===== config.mk =====
export PLATFORM = sky130hd
export DESIGN_NAME = bl_pwm
export DESIGN_NICKNAME = d
export VERILOG_FILES = /design/src/rtl/bl_pwm_pkg.sv /design/src/rtl/bl_pwm_cfg.sv /design/src/rtl/bl_pwm_ctrl.sv /design/src/rtl/bl_pwm_timebase.sv /design/src/rtl/bl_pwm.sv
export SDC_FILE = /design/constraint.sdc
export NUM_CORES = 1
export LEC_CHECK = 0
export ABC_AREA = 1
export BUFFER_PORTS_ARGS = -buffer_cell sky130_fd_sc_hd__buf_2
export CORE_UTILIZATION = 45
export CTS_CLUSTER_DIAMETER = 100
export DETAILED_ROUTE_END_ITERATION = 8
export GPL_TIMING_DRIVEN = 0
export PLACE_DENSITY = 0.72
export SLEW_MARGIN = 20
export SYNTH_ARGS = -nofsm -noshare
export SYNTH_HDL_FRONTEND = slang
export SYNTH_SLANG_ARGS = --single-unit
export TNS_END_PERCENT = 5

===== constraint.sdc =====
create_clock -name clk_i -period 1.7 [get_ports clk_i]
set_input_delay 0.255 -clock clk_i [delete_from_list [all_inputs] [get_ports clk_i]]
set_output_delay 0.255 -clock clk_i [all_outputs]
set_load 0.02 [all_outputs]

===== src/rtl/bl_pwm_pkg.sv =====
package bl_pwm_pkg;
  localparam int unsigned CMP_W   = 8;
  localparam int unsigned PS_W    = 3;
  localparam int unsigned PS_MAX  = 6;
  localparam int unsigned WORD_W  = 16;
  localparam int unsigned CMP_LSB = WORD_W - CMP_W;
  localparam int unsigned POL_BIT = 4;

  typedef struct packed {
    logic [CMP_W-1:0] cmp;
    logic             pol;
    logic [PS_W-1:0]  ps;
  } pwm_cfg_t;

  function automatic logic [PS_W-1:0] legal_ps(input logic [PS_W-1:0] raw, input bit no_div1);
    logic [PS_W-1:0] v;
    v = (raw > PS_W'(PS_MAX)) ? PS_W'(PS_MAX) : raw;
    if (no_div1 && v == '0) v = PS_W'(1);
    return v;
  endfunction
endpackage


===== src/rtl/bl_pwm_cfg.sv =====
module bl_pwm_cfg
  import bl_pwm_pkg::*;
#(
  parameter bit NO_DIV1 = 1'b0
) (
  input  logic              clk_i,
  input  logic              rst_ni,
  input  logic              cfg_we_i,
  input  logic [WORD_W-1:0] cfg_word_i,
  input  logic              sel_we_i,
  input  logic              sel_i,
  input  logic              run_i,
  input  logic              wrap_i,
  output pwm_cfg_t          act_o,
  output logic              sel_o
);
  localparam logic [PS_W-1:0] PS_RST = NO_DIV1 ? PS_W'(1) : '0;
  localparam pwm_cfg_t CFG_RST = '{cmp: '0, pol: 1'b0, ps: PS_RST};

  pwm_cfg_t cfg_q, act_q;
  logic     sel_q;
  logic     unused_bits;

  assign unused_bits = ^{cfg_word_i[CMP_LSB-1:POL_BIT+1], cfg_word_i[POL_BIT-1:PS_W]};

  always_ff @(posedge clk_i or negedge rst_ni) begin
    if (!rst_ni) begin
      cfg_q <= CFG_RST;
      act_q <= CFG_RST;
      sel_q <= 1'b0;
    end else begin
      if (cfg_we_i)
        cfg_q <= '{cmp: cfg_word_i[WORD_W-1:CMP_LSB],
                   pol: cfg_word_i[POL_BIT],
                   ps:  legal_ps(cfg_word_i[PS_W-1:0], NO_DIV1)};
      if (sel_we_i) sel_q <= sel_i;
      // shadow follows freely when idle, otherwise only at period boundary
      if (!run_i || wrap_i) act_q <= cfg_q;
    end
  end

  assign act_o = act_q;
  assign sel_o = sel_q;

  assert_ps_cap_R3: assert property (@(posedge clk_i) disable iff (!rst_ni)
    cfg_q.ps <= PS_W'(PS_MAX));

  assert_shadow_hold_R10: assert property (@(posedge clk_i) disable iff (!rst_ni)
    run_i && !wrap_i |=> $stable(act_q));

  if (NO_DIV1) begin : g_nodiv1
    assert_no_div1_R11: assert property (@(posedge clk_i) disable iff (!rst_ni)
      act_q.ps != '0);
  end
endmodule


===== src/rtl/bl_pwm_ctrl.sv =====
module bl_pwm_ctrl (
  input  logic clk_i,
  input  logic rst_ni,
  input  logic en_set_i,
  input  logic en_clr_i,
  input  logic wrap_i,
  output logic run_o
);
  logic pend_q, stop_q, run_q;

  always_ff @(posedge clk_i or negedge rst_ni) begin
    if (!rst_ni) begin
      pend_q <= 1'b0;
      stop_q <= 1'b0;
      run_q  <= 1'b0;
    end else begin
      pend_q <= en_set_i & ~en_clr_i & ~run_q;
      if (run_q) begin
        if (wrap_i && (stop_q || en_clr_i)) run_q <= 1'b0;
      end else if (pend_q && !en_clr_i) begin
        run_q <= 1'b1;
      end
      if (!run_q || wrap_i) stop_q <= 1'b0;
      else if (en_clr_i)    stop_q <= 1'b1;
      else if (en_set_i)    stop_q <= 1'b0;
    end
  end

  assign run_o = run_q;

  assert_start_path_R7: assert property (@(posedge clk_i) disable iff (!rst_ni)
    $rose(run_q) |-> $past(pend_q));

  assert_pend_start_R7: assert property (@(posedge clk_i) disable iff (!rst_ni)
    pend_q && !en_clr_i |=> run_q);

  assert_stop_at_wrap_R8: assert property (@(posedge clk_i) disable iff (!rst_ni)
    $fell(run_q) |-> $past(wrap_i));

  assert_clr_wins_R9: assert property (@(posedge clk_i) disable iff (!rst_ni)
    en_set_i && en_clr_i && !run_q |=> !pend_q && !run_q);
endmodule


===== src/rtl/bl_pwm_timebase.sv =====
module bl_pwm_timebase #(
  parameter int unsigned CNT_W = 8,
  parameter int unsigned PS_W  = 3,
  parameter int unsigned PRE_W = 6
) (
  input  logic             clk_i,
  input  logic             rst_ni,
  input  logic             run_i,
  input  logic             tick_i,
  input  logic [PS_W-1:0]  ps_i,
  output logic [CNT_W-1:0] cnt_o,
  output logic             wrap_o
);
  logic [PRE_W-1:0] pre_q, pre_lim;
  logic [CNT_W-1:0] cnt_q;
  logic             last_sub;

  assign pre_lim  = PRE_W'((32'd1 << ps_i) - 32'd1);
  assign last_sub = tick_i && (pre_q == pre_lim);
  assign wrap_o   = run_i && last_sub && (&cnt_q);

  always_ff @(posedge clk_i or negedge rst_ni) begin
    if (!rst_ni) begin
      pre_q <= '0;
      cnt_q <= '0;
    end else if (!run_i) begin
      pre_q <= '0;
      cnt_q <= '0;
    end else if (tick_i) begin
      if (last_sub) begin
        pre_q <= '0;
        cnt_q <= cnt_q + 1'b1;
      end else begin
        pre_q <= pre_q + 1'b1;
      end
    end
  end

  assign cnt_o = cnt_q;

  assert_pre_bound_R2: assert property (@(posedge clk_i) disable iff (!rst_ni)
    run_i |-> pre_q <= pre_lim);

  assert_idle_zero_R7: assert property (@(posedge clk_i) disable iff (!rst_ni)
    !run_i |=> cnt_q == '0);
endmodule


===== src/rtl/bl_pwm.sv =====
module bl_pwm
  import bl_pwm_pkg::*;
#(
  parameter bit NO_DIV1 = 1'b0
) (
  input  logic              clk_i,
  input  logic              rst_ni,
  input  logic              slow_tick_i,
  input  logic              cfg_we_i,
  input  logic [WORD_W-1:0] cfg_word_i,
  input  logic              sel_we_i,
  input  logic              sel_i,
  input  logic              en_set_i,
  input  logic              en_clr_i,
  output logic              pwm_o,
  output logic              running_o
);
  pwm_cfg_t         act;
  logic             sel, run, wrap, tick;
  logic [CMP_W-1:0] cnt;

  bl_pwm_cfg #(.NO_DIV1(NO_DIV1)) u_cfg (
    .clk_i(clk_i), .rst_ni(rst_ni), .cfg_we_i(cfg_we_i), .cfg_word_i(cfg_word_i),
    .sel_we_i(sel_we_i), .sel_i(sel_i), .run_i(run), .wrap_i(wrap),
    .act_o(act), .sel_o(sel)
  );

  bl_pwm_ctrl u_ctrl (
    .clk_i(clk_i), .rst_ni(rst_ni), .en_set_i(en_set_i), .en_clr_i(en_clr_i),
    .wrap_i(wrap), .run_o(run)
  );

  assign tick = run && (sel || slow_tick_i);

  bl_pwm_timebase #(.CNT_W(CMP_W), .PS_W(PS_W), .PRE_W(PS_MAX)) u_tb (
    .clk_i(clk_i), .rst_ni(rst_ni), .run_i(run), .tick_i(tick), .ps_i(act.ps),
    .cnt_o(cnt), .wrap_o(wrap)
  );

  assign pwm_o     = (run && (cnt < act.cmp)) ? act.pol : ~act.pol;
  assign running_o = run;

  assert_never_full_R4: assert property (@(posedge clk_i) disable iff (!rst_ni)
    run && (&cnt) |-> pwm_o == ~act.pol);
endmodule


==> metrics.cfg <==
[run_status]
status = complete, but fails checks
violations = negative setup slack

[setup_path]
criticalPathCategory = flip-flop to output port
path_max_fanout = 4
cp.arrival_ns = 1.75
startpoint_type = flip-flop
end_kind = output port
cp_data_required_time_ns = 1.44

[cts]
cts_tree = built
clk_pin_slew_ns = 0.08
htreeDepth = 2
cts.path.max_buffers = 2
numCtsBuffers = 5
cts-hold-fix-buffers = 0
cts.sinks = 42
clkLatencyLatePin_ns = 0.30
root_buffer = clkbuf_8

[die]
die_h_um = 73.74
coreArea_um2 = 4848
die_w_um = 73.74
rows = 25
start_util = 0.4777
die-area_um2 = 5438
num_io_pins = 26

[sta]
finalSetupViolations = 1
worst_slew_margin_rel = 0.3755
period_needed_ns = 2.009
finClkSkew_ns = 0.002560
finalSetupTns_ns = -0.3090
hold_violations = 0
drv_slew = 0
fin_crit_sh = 1.182
rsz0062_at_grt = yes
setup_ws_ns = -0.3090
hold_ws_ns = 0.09765
worstMarginPinSlew_ns = 0.9368
max_freq_ghz = 0.4978

[power_and_ir_drop]
peakVddDrop_uv = 697.0
powerDensity_nw_per_um2 = 1496
total_power_mw = 4.138
p_leak_nw = 1.331

[global_routing]
antenna_found_initial = 0
grt_use_total = 0.1802
grt_max_degree = 43
grt_pass1_wl_um = 7424
overflow = 0
grt_pass1_vias = 1621

[drt]
drc_errors = 0
postRouteAntennaNets = 0
vias = 1761
wl_um = 4326
drt_iter0_markers = 125
wire_per_inst_um = 12.15
viasPerCell = 4.947
first_pass_iters = 4

[place]
dpl.hpwl_um = 3018
port_buffers = 21
placed_cells = 342
place_congestion = 0.8197
dp_slack_ns = -0.1001
dpl_cell_area_um2 = 2505

[layout]
utilization = 0.5703
layout_commonest_cell = nand2_1
fillers = 434
final_nets = 321
stdcell_count = 356
seq_area_um2 = 1056
layout-drive-gt1-share = 0.3356
fin_area_um2 = 2765
diodes = 0
area_delta_synth_final_pct = 19.39
multi_input_area_um2 = 1182
layout_common_cells = nand2_1 (51), dfrtp_1 (38), nand3_1 (27), buf_2 (23), nor2_1 (21)

[synthesis]
synth_ff_type = dfrtp_1
synth_seq_area_share = 0.4538
synth.distinct_cells = 29
synth_area_um2 = 2316
synthCells = 254
ys_seq_elements = 42
yosys_warnings = 0
syn-mean-instance-area_um2 = 9.118
async_flop_share = 1.000
syn-num-nets = 287
synth_edf_count = 0

[hold_path]
hold_class = primary input to asynchronous set/reset pin

[flow_run]
cap_violations = 0

==> timing repair <==
action | 4_1_cts | 5_1_grt
gates resized for setup | 10 | 12
endpoints found under the setup margin | 5 | 15
hold endpoints to repair | 0 | 0
pin swaps | 0 | 4
setup buffers | 1 | 5
==> per-layer routing <==
layer / track usage / part of all wire / up-vias
met5: 0 / 0 / -
met4: 0.05769 / 0.015 / 0
met3: 0.04527 / 0.041 / 9
met2: 0.3007 / 0.48 / 43
met1: 0.2287 / 0.46 / 810
li1: - / - / 899
==> worst max-delay path, stage by stage (launching register included) <==
cell and delay [ns]:
dfrtp_2 0.46, ha_4 0.23, a21oi_2 0.13, nor2_2 0.05
a211oi_2 0.21, nand3_1 0.10, nand2_1 0.07, nand2_1 0.07
buf_6 0.13
==> cell usage after synthesis (2+ instances only) <==
library cell  number  area, um2
nand2_1           52      195.2
dfrtp_1           42       1051
nand3_1           27      135.1
nor2_1            22      82.58
inv_1             19      71.32
mux2_2            12      135.1
nand3_2           12      120.1
ha_1               9      112.6
a21oi_1            8      40.04
xor2_1             8      70.07
nor2_2             7      43.79
o21ai_0            5      25.02
buf_6              4      45.04
nor3_1             4      20.02
buf_2              3      15.01
buf_4              3      22.52
nand4_1            3      18.77
inv_2              2      7.510
o21ai_1            2      10.01
==> final timing paths <==
path                                from        endpoint  slack, ns  cells after the start
max                        u_tb.cnt_o[5]           pwm_o      -0.31                      8
min                               rst_ni   u_tb.cnt_o[5]        0.1                      1
max in group asynchronous         rst_ni   u_tb.cnt_o[3]       0.97                      1
max reg2reg                u_tb.cnt_o[1]  u_cfg.act_o[2]       0.04                      9
min reg2reg                u_ctrl.pend_q    u_ctrl.run_o       0.48                      2
min in group clk_i              en_clr_i   u_ctrl.pend_q       0.13                      2
==> cell families (layout without fill, tap and decap cells) <==
kind of cell    count (synthesis)  count (layout)  share of synthesized area
compound gates                 17              17                    0.03836
xor+xnor                        9               9                    0.03404
fa+ha+maj                       9               9                    0.04862
buf+inv                        32              67                    0.07617
flops                          42              42                     0.4538
mux                            13              13                    0.06267
simple gates                  132             132                     0.2863
==> flip-flops by register name (all words and copies together), names as in the netlist <==
register / count
u_cfg.act_o: 12
u_tb.pre_q: 6
u_cfg.sel_o: 1
u_ctrl.stop_q: 1
u_tb.cnt_o: 8
u_cfg.cfg_q: 12
u_ctrl.pend_q: 1
u_ctrl.run_o: 1
==> layout make-up <==
cell class | instances | share of cell area
clock inverters | 2 | 0.01357
multi-input cells | 180 | 0.4276
well taps | 67 | 0.03032
plain buffers | 11 | 0.03529
repair buffers | 27 | 0.05656
flip-flops and latches | 42 | 0.3819
inverters | 21 | 0.02851
clock buffers | 6 | 0.02624
==> power by group <==
group	total (mW)	leakage, nW	switching (mW)	internal (mW)
logic	1.88	0.755	1.05	0.826
registers	1.48	0.525	0.225	1.25
clock network	0.783	0.0514	0.345	0.438
total	4.14	1.33	1.62	2.52
No activity file was read; power rests on OpenSTA's default activity.
